<file path="src/rtl/clk_gate_pkg.sv">
// Shared definitions for the clock gating and reset sequencer.
package clk_gate_pkg;

    // Register select codes on the write port.
    typedef enum logic [1:0] {
        SEL_CTRL = 2'd0,
        SEL_REQ  = 2'd1,
        SEL_OE   = 2'd2,
        SEL_FREE = 2'd3
    } reg_sel_e;

    // Bit positions inside the control register.
    localparam int CTRL_GEN_BIT = 0;
    localparam int CTRL_RST_BIT = 1;

endpackage

</file>
<file path="src/rtl/cg_ctl_regs.sv">
// Override register file and effective-enable combiner.
// Holds the software override bits, the free-running flags and the
// reset-control bit. Every pin enable is ORed with its register bit.
// Assumes REG_W covers N_DIFF, N_SE and the two control bits.
module cg_ctl_regs
    import clk_gate_pkg::*;
#(
    parameter int N_DIFF = 4,
    parameter int N_SE   = 2,
    parameter int REG_W  = 4
) (
    input  logic              clk,
    input  logic              rst_n,
    input  logic              wr_en,
    input  logic [1:0]        wr_sel,
    input  logic [REG_W-1:0]  wr_data,
    input  logic              gen_pin,
    input  logic [N_DIFF-1:0] req_n_pin,
    input  logic [N_SE-1:0]   oe_pin,
    output logic              gen_eff,
    output logic [N_DIFF-1:0] req_eff,
    output logic [N_SE-1:0]   oe_eff,
    output logic [N_DIFF-1:0] fr_q,
    output logic              rst_bit
);

    logic              gen_bit;
    logic [N_DIFF-1:0] req_bits;
    logic [N_SE-1:0]   oe_bits;

    // Register writes; the reset-control bit comes out of reset set.
    always_ff @(posedge clk) begin
        if (!rst_n) begin
            gen_bit  <= 1'b0;
            rst_bit  <= 1'b1;
            req_bits <= '0;
            oe_bits  <= '0;
            fr_q     <= '0;
        end else if (wr_en) begin
            case (reg_sel_e'(wr_sel))
                SEL_CTRL: begin
                    gen_bit <= wr_data[CTRL_GEN_BIT];
                    rst_bit <= wr_data[CTRL_RST_BIT];
                end
                SEL_REQ:  req_bits <= wr_data[N_DIFF-1:0];
                SEL_OE:   oe_bits  <= wr_data[N_SE-1:0];
                SEL_FREE: fr_q     <= wr_data[N_DIFF-1:0];
                default:  ;
            endcase
        end
    end

    // Pin OR register for each enable.
    always_comb begin
        gen_eff = gen_pin | gen_bit;
        req_eff = ~req_n_pin | req_bits;
        oe_eff  = oe_pin | oe_bits;
    end

endmodule

</file>
<file path="src/rtl/cg_stop_cell.sv">
// Glitch-free stop cell for one clock output.
// The enable is sampled on the falling edge, so it only changes while
// the clock is low; the gated clock therefore parks low with no runt.
module cg_stop_cell (
    input  logic clk,
    input  logic rst_n,
    input  logic want,
    output logic en_q,
    output logic gclk
);

    // Falling-edge enable capture with synchronous reset.
    always_ff @(negedge clk) begin
        if (!rst_n) en_q <= 1'b0;
        else        en_q <= want;
    end

    // AND gate: high only in high phases while enabled.
    assign gclk = clk & en_q;

endmodule

</file>
<file path="src/rtl/cg_rst_timer.sv">
// Reset status sequencer.
// Drives the active-low reset output from power-down, the effective
// global enable, the reset-control bit and the stopped state of the
// gated outputs. Release waits REL_CYCLES qualified rising edges.
// Assumes REL_CYCLES >= 1.
module cg_rst_timer #(
    parameter int REL_CYCLES = 10_000_000
) (
    input  logic clk,
    input  logic rst_n,
    input  logic pd,
    input  logic gen_eff,
    input  logic rst_bit,
    input  logic all_stopped,
    output logic rst_out_n
);

    localparam int           CW       = $clog2(REL_CYCLES + 1);
    localparam logic [CW-1:0] CNT_MAX = CW'(REL_CYCLES);
    localparam logic [CW-1:0] CNT_END = CW'(REL_CYCLES - 1);

    logic          rel_ok;
    logic [CW-1:0] cnt;

    // Release conditions that must hold continuously.
    assign rel_ok = !pd && gen_eff && rst_bit;

    // Saturating release counter, cleared whenever conditions drop.
    always_ff @(posedge clk) begin
        if (!rst_n || !rel_ok)  cnt <= '0;
        else if (cnt != CNT_MAX) cnt <= cnt + CW'(1);
    end

    // Reset output state: forced low, released, or dropped once stopped.
    always_ff @(posedge clk) begin
        if (!rst_n)                rst_out_n <= 1'b0;
        else if (pd || !rst_bit)   rst_out_n <= 1'b0;
        else if (gen_eff)          rst_out_n <= rst_out_n | (cnt >= CNT_END);
        else if (all_stopped)      rst_out_n <= 1'b0;
    end

endmodule

</file>
<file path="src/rtl/clk_gate_rst_seq.sv">
// Clock output gating and reset sequencer, top level.
// Combines pin and register enables, gates each differential and
// single-ended output through a falling-edge stop cell, and sequences
// the reset status output. Assumes all inputs are synchronous to clk.
module clk_gate_rst_seq #(
    parameter int N_DIFF     = 4,
    parameter int N_SE       = 2,
    parameter int REL_CYCLES = 10_000_000,
    localparam int W_MAX     = (N_DIFF > N_SE) ? N_DIFF : N_SE,
    localparam int REG_W     = (W_MAX > 2) ? W_MAX : 2
) (
    input  logic              clk,
    input  logic              rst_n,
    input  logic              pd,
    input  logic              gen_pin,
    input  logic [N_DIFF-1:0] req_n_pin,
    input  logic [N_SE-1:0]   oe_pin,
    input  logic              wr_en,
    input  logic [1:0]        wr_sel,
    input  logic [REG_W-1:0]  wr_data,
    output logic [N_DIFF-1:0] diff_en,
    output logic [N_DIFF-1:0] diff_clk,
    output logic [N_SE-1:0]   se_en,
    output logic [N_SE-1:0]   se_clk,
    output logic              rst_out_n
);

    logic              gen_eff;
    logic              rst_bit;
    logic [N_DIFF-1:0] req_eff;
    logic [N_DIFF-1:0] fr_q;
    logic [N_SE-1:0]   oe_eff;
    logic [N_DIFF-1:0] diff_want;
    logic [N_SE-1:0]   se_want;
    logic              all_stopped;

    cg_ctl_regs #(
        .N_DIFF (N_DIFF),
        .N_SE   (N_SE),
        .REG_W  (REG_W)
    ) u_regs (
        .clk       (clk),
        .rst_n     (rst_n),
        .wr_en     (wr_en),
        .wr_sel    (wr_sel),
        .wr_data   (wr_data),
        .gen_pin   (gen_pin),
        .req_n_pin (req_n_pin),
        .oe_pin    (oe_pin),
        .gen_eff   (gen_eff),
        .req_eff   (req_eff),
        .oe_eff    (oe_eff),
        .fr_q      (fr_q),
        .rst_bit   (rst_bit)
    );

    // Desired enables: power-down wins, free running bypasses gating.
    always_comb begin
        diff_want = {N_DIFF{~pd}} & (fr_q | ({N_DIFF{gen_eff}} & req_eff));
        se_want   = {N_SE{~pd}} & oe_eff;
    end

    // One stop cell per differential output.
    for (genvar i = 0; i < N_DIFF; i++) begin : g_diff
        cg_stop_cell u_cell (
            .clk   (clk),
            .rst_n (rst_n),
            .want  (diff_want[i]),
            .en_q  (diff_en[i]),
            .gclk  (diff_clk[i])
        );
    end

    // One stop cell per single-ended output.
    for (genvar j = 0; j < N_SE; j++) begin : g_se
        cg_stop_cell u_cell (
            .clk   (clk),
            .rst_n (rst_n),
            .want  (se_want[j]),
            .en_q  (se_en[j]),
            .gclk  (se_clk[j])
        );
    end

    // Every gated (non-free-running) differential output is parked low.
    assign all_stopped = &(~diff_en | fr_q);

    cg_rst_timer #(
        .REL_CYCLES (REL_CYCLES)
    ) u_rst (
        .clk         (clk),
        .rst_n       (rst_n),
        .pd          (pd),
        .gen_eff     (gen_eff),
        .rst_bit     (rst_bit),
        .all_stopped (all_stopped),
        .rst_out_n   (rst_out_n)
    );

endmodule

</file>
<file path="config.mk">
export PLATFORM = sky130hd
export DESIGN_NAME = clk_gate_rst_seq
export DESIGN_NICKNAME = d
export VERILOG_FILES = /design/src/rtl/clk_gate_pkg.sv /design/src/rtl/cg_ctl_regs.sv /design/src/rtl/cg_stop_cell.sv /design/src/rtl/cg_rst_timer.sv /design/src/rtl/clk_gate_rst_seq.sv
export SDC_FILE = /design/constraint.sdc
export NUM_CORES = 1
export LEC_CHECK = 0
export ABC_AREA = 1
export BUFFER_PORTS_ARGS = -buffer_cell sky130_fd_sc_hd__clkbuf_2
export CORE_MARGIN = 2
export CORE_UTILIZATION = 34
export CTS_BUF_LIST = sky130_fd_sc_hd__clkbuf_8
export DETAILED_ROUTE_END_ITERATION = 12
export PLACE_DENSITY = 0.49
export SKIP_CTS_REPAIR_TIMING = 1
export SYNTH_ARGS = -nofsm -noshare
export SYNTH_HDL_FRONTEND = slang
export SYNTH_SLANG_ARGS = --single-unit
</file>
<file path="constraint.sdc">
create_clock -name clk -period 2 [get_ports clk]
set_clock_uncertainty 0.2 [all_clocks]
set_input_delay 0.2 -clock clk [delete_from_list [all_inputs] [get_ports clk]]
set_output_delay 0.2 -clock clk [all_outputs]
set_load 0.03 [all_outputs]
</file>
### Word level (Yosys, flattened, before mapping)

Cells that the tools add are included.

| word-level totals | value |
|---|---|
| register bits after elaboration | 43 |
| input port bits | 17 |
| output and inout bits | 13 |
| word-level logic and storage cells | 56 |

| operators by class | value |
|---|---|
| $add $sub $neg | 1 |
| order comparisons | 1 |
| equal/unequal tests | 4 |
| mux-type cells | 2 |
| bitwise logic cells | 19 |
| reduce and logical (&&, ||, !) cells | 16 |

Operators with widths:

| kind | number |
|---|---|
| 24-bit by 1-bit adder with 24-bit output, second input constant | 1 |
| 24-bit >= comparator, second input constant | 1 |
| 24-bit != test, second input constant | 1 |
| 4-bit OR | 3 |
| 4-bit AND | 2 |
| 4-bit NOT | 2 |
| 2-bit AND reduction | 4 |
| 1-bit AND | 6 |
| 2-bit == test, second input constant | 2 |
| 1-bit logical NOT | 4 |
| 4-bit AND reduction | 1 |
| 2-bit AND | 1 |
| 2-bit by 1-bit == test with 1-bit output, second input constant | 1 |
| 1-bit logical AND | 2 |
| 2-bit logical NOT | 1 |
| 1-bit logical OR | 2 |
| 1-bit two-way mux | 2 |
| 1-bit NOT | 2 |
| 1-bit OR | 2 |
| 2-bit OR | 1 |
| 2-bit nonzero test | 1 |
| 2-bit OR reduction | 1 |

### Longest topological paths before layout

| logic depth | value |
|---|---|
| depth after elaboration | 5 |
| depth in mapped cells | 9 |
| gate-level depth less buffers | 9 |

### Modules after synthesis

A second synthesis with hierarchy kept.

| second synthesis, totals | value |
|---|---|
| cell total of the unflattened synthesis | 370 |
| area, all modules | 2324.7 um2 |

Modules (own cells, without submodules):

| module | times used | cells an instance | area each (um2) | seq. area each (um2) |
|---|---|---|---|---|
| cg_rst_timer | 1 | 226 | 1456.4 | 500.5 |
| cg_ctl_regs | 1 | 85 | 544.3 | 240.2 |
| cg_stop_cell | 6 | 6 | 38.8 | 20.0 |
| clk_gate_rst_seq | 1 | 23 | 91.3 | 0.0 |

==> flow_summary.yaml <==
status:
  status: "finished with violations"
  violations: "negative hold slack, negative setup slack"
synth:
  ys_types: 25
  synth_top_area_share_pct: 37.5
  ys.warnings.count: 0
  yosys.area.top_type: "dfxtp_1"
  synthTopCellsByArea: "dfxtp_1, nand2_1, nor2_1, inv_1, a21oi_1"
  synth_fp_nets: 366
  synth_most_common_cell: "nand2_1"
  synth_edf_count: 0
  avgSynthCellArea_um2: 6.62
  synth-async-reset-ratio_pct: 0
  yosys-top-cells-count: "nand2_1, nor2_1, inv_1"
  synth_ff_type: "dfxtp_1"
  synth_seq_cells: 43
  netlist_area_um2: 2300
  synthCells: 347
  yosysSeqAreaShare_pct: 37.5
drt:
  via_per_inst: 4.66
  totalWireLength_um: 5630
  ant_nets: 0
  wl_per_cell_um: 12.1
  route.detailed.drc: 0
  first_pass_iters: 4
  via_count: 2178
  drt_iter0_markers: 66
setup_path:
  crit_family: "flip-flops"
  max_stage_delay_ns: 0.34
  crit_chain: "nand2_2 > inv_2 > buf_6"
  path_class: "flip-flop to primary output"
  worst_setup_path_end_kind: "primary output"
  cp_slowest_cell: "dfxtp_2"
  critPathBufInv: 2
  arrival_ns: 2.06
  crit_fanout: 3
  crit_path_start_kind: "flip-flop"
  cp.required_ns: 1.60
sta:
  finalHoldViolations: 2
  drv_slew: 0
  fin_worst_hold_slack_ns: -0.0254
  setup_violations: 19
  worst_slack_ns: -0.456
  relSlewSlack_pct: 73.5
  worst_pin_slew_ns: 0.397
  rsz0062_at_grt: "true"
layout:
  final_area_um2: 2800
  final_layout_size_suffix_gt1_share_pct: 20.8
  final_util_pct: 43.4
  antenna_cells: 0
  syn_to_final_growth_pct: 21.9
  fin_cells: 467
  fin_nets: 407
floorplanning:
  io_pins: 30
  dieArea_um2: 7430
  core_um2: 6460
  die_width_um: 86.2
  placementRows: 29
  floorplan.initialDensity_pct: 35.6
  dieHeight_um: 86.2
placed_design:
  port_buffers: 29
  dp.cells: 441
  gp_congestion: 0.793
  dp_hpwl_um: 4270
  post_dp_cell_area_um2: 2450
  dp_slack_ns: -0.0210
pwr:
  internal_power_mw: 1.43
  power_density_nw_per_um2: 729
  power_switching_mw: 0.610
  irDropWorstVdd_mv: 0.317
  pwr-share-seq_pct: 43.5
  leakage_nw: 1.16
  pwr-share-comb_pct: 6.5
  clockPowerShare_pct: 50.0
  switching_share_pct: 29.9
job:
  cap_viol_max_count: 0
clock_network:
  insertion_delay_ns: 0.48
  cts.clk_slew.worst_paths_ns: 0.10
  cts_tree: "done"
grt:
  grt_pass1_wl_um: 9400
  gr-total-overflow: 0
  antenna_found_initial: 0
  grt_usage_pct: 16.1
  grt_pass1_vias: 2103
  grt_max_degree: 17
min_path:
  hp-class: "input pin to flip-flop"
## metrics by stage
stage                     setup TNS [ns]  total power, mW
after global placement           -0.0641             1.10
after detailed placement          -0.129             1.10
after floorplan                   -0.113             1.08
after CTS                          -6.03             1.99
final                              -4.94             2.04
after global routing               -5.59             2.16
## tightest hold or removal path, delay by kind of cell
kind / cells / cell delay [ns]
and+or+nand+nor: 2 / 0.18
buffers and inverters: 1 / 0.11
AOI/OAI and AO/OA: 1 / 0.07
## sequential cells by signal (all words and copies together) (netlist names)
name                count
u_regs.req_bits         4
g_se.u_cell.en_q        2
u_regs.fr_q             4
u_regs.gen_bit          1
u_rst.cnt              24
u_regs.rst_bit          1
u_regs.oe_bits          2
u_rst.rst_out_n         1
g_diff.u_cell.en_q      4
## routing by layer
layer | routed length, um | global-route usage, %
met1 | 2730 | 20.8
met2 | 2570 | 24.5
met3 | 254 | 6.48
met4 | 74 | 5.54
met5 | 0 | 0
## kinds of logic after synthesis
| family | synth area share [%] |
|---|---|
| AO/OA/AOI/OAI | 12.2 |
| XOR/XNOR | 1.14 |
| adder cells (fa/ha/maj) | 1.09 |
| buffers and inverters | 13.0 |
| flip-flops | 37.5 |
| AND/OR/NAND/NOR | 35.1 |
## final timing paths
path	depth (start not counted)	endpoint	start	slack, ns
worst max-delay path	3	diff_clk[0]	g_diff[0].u_cell.en_q	-0.46
worst min-delay path	4	u_regs.oe_bits[1]	wr_en	-0.03
worst max register to register	4	u_rst.rst_out_n	g_diff[0].u_cell.en_q	-0.11
worst min register to register	2	u_regs.req_bits[0]	u_regs.req_bits[0]	0.25
## power groups by stage
| stage | logic [mW] | registers [mW] | clock network (mW) |
|---|---|---|---|
| floorplan | 0.0832 | 0.902 | 0.0933 |
| global placement | 0.115 | 0.903 | 0.0834 |
| detailed placement | 0.115 | 0.905 | 0.0834 |
| CTS | 0.115 | 0.886 | 0.993 |
| global route | 0.150 | 0.891 | 1.12 |
| finish | 0.133 | 0.889 | 1.02 |
## layout by cell type (no fill, tap or decap), types with 6 or more instances in the layout
cell and instances:
dfxtp_2 6, inv_2 8, clkbuf_8 9, nand3_1 15, dfxtp_1 37, nor2_1 50, nand2_1 81, o21ai_0 20
nand2_2 9, a21oi_1 33, inv_1 45, dlygate4sd3_1 8, clkbuf_2 17, buf_6 10, nand4_1 7
## final cells by class
class | instances | area, um2
clock inverter | 16 | 77.6
inverter | 40 | 150
clock buffer | 15 | 191
sequential | 43 | 868
tap | 77 | 96.3
fill | 715 | 3660
multi-input combinational | 241 | 1160
timing repair buffer | 35 | 255
Note: power is estimated with default switching activity, not from simulation.
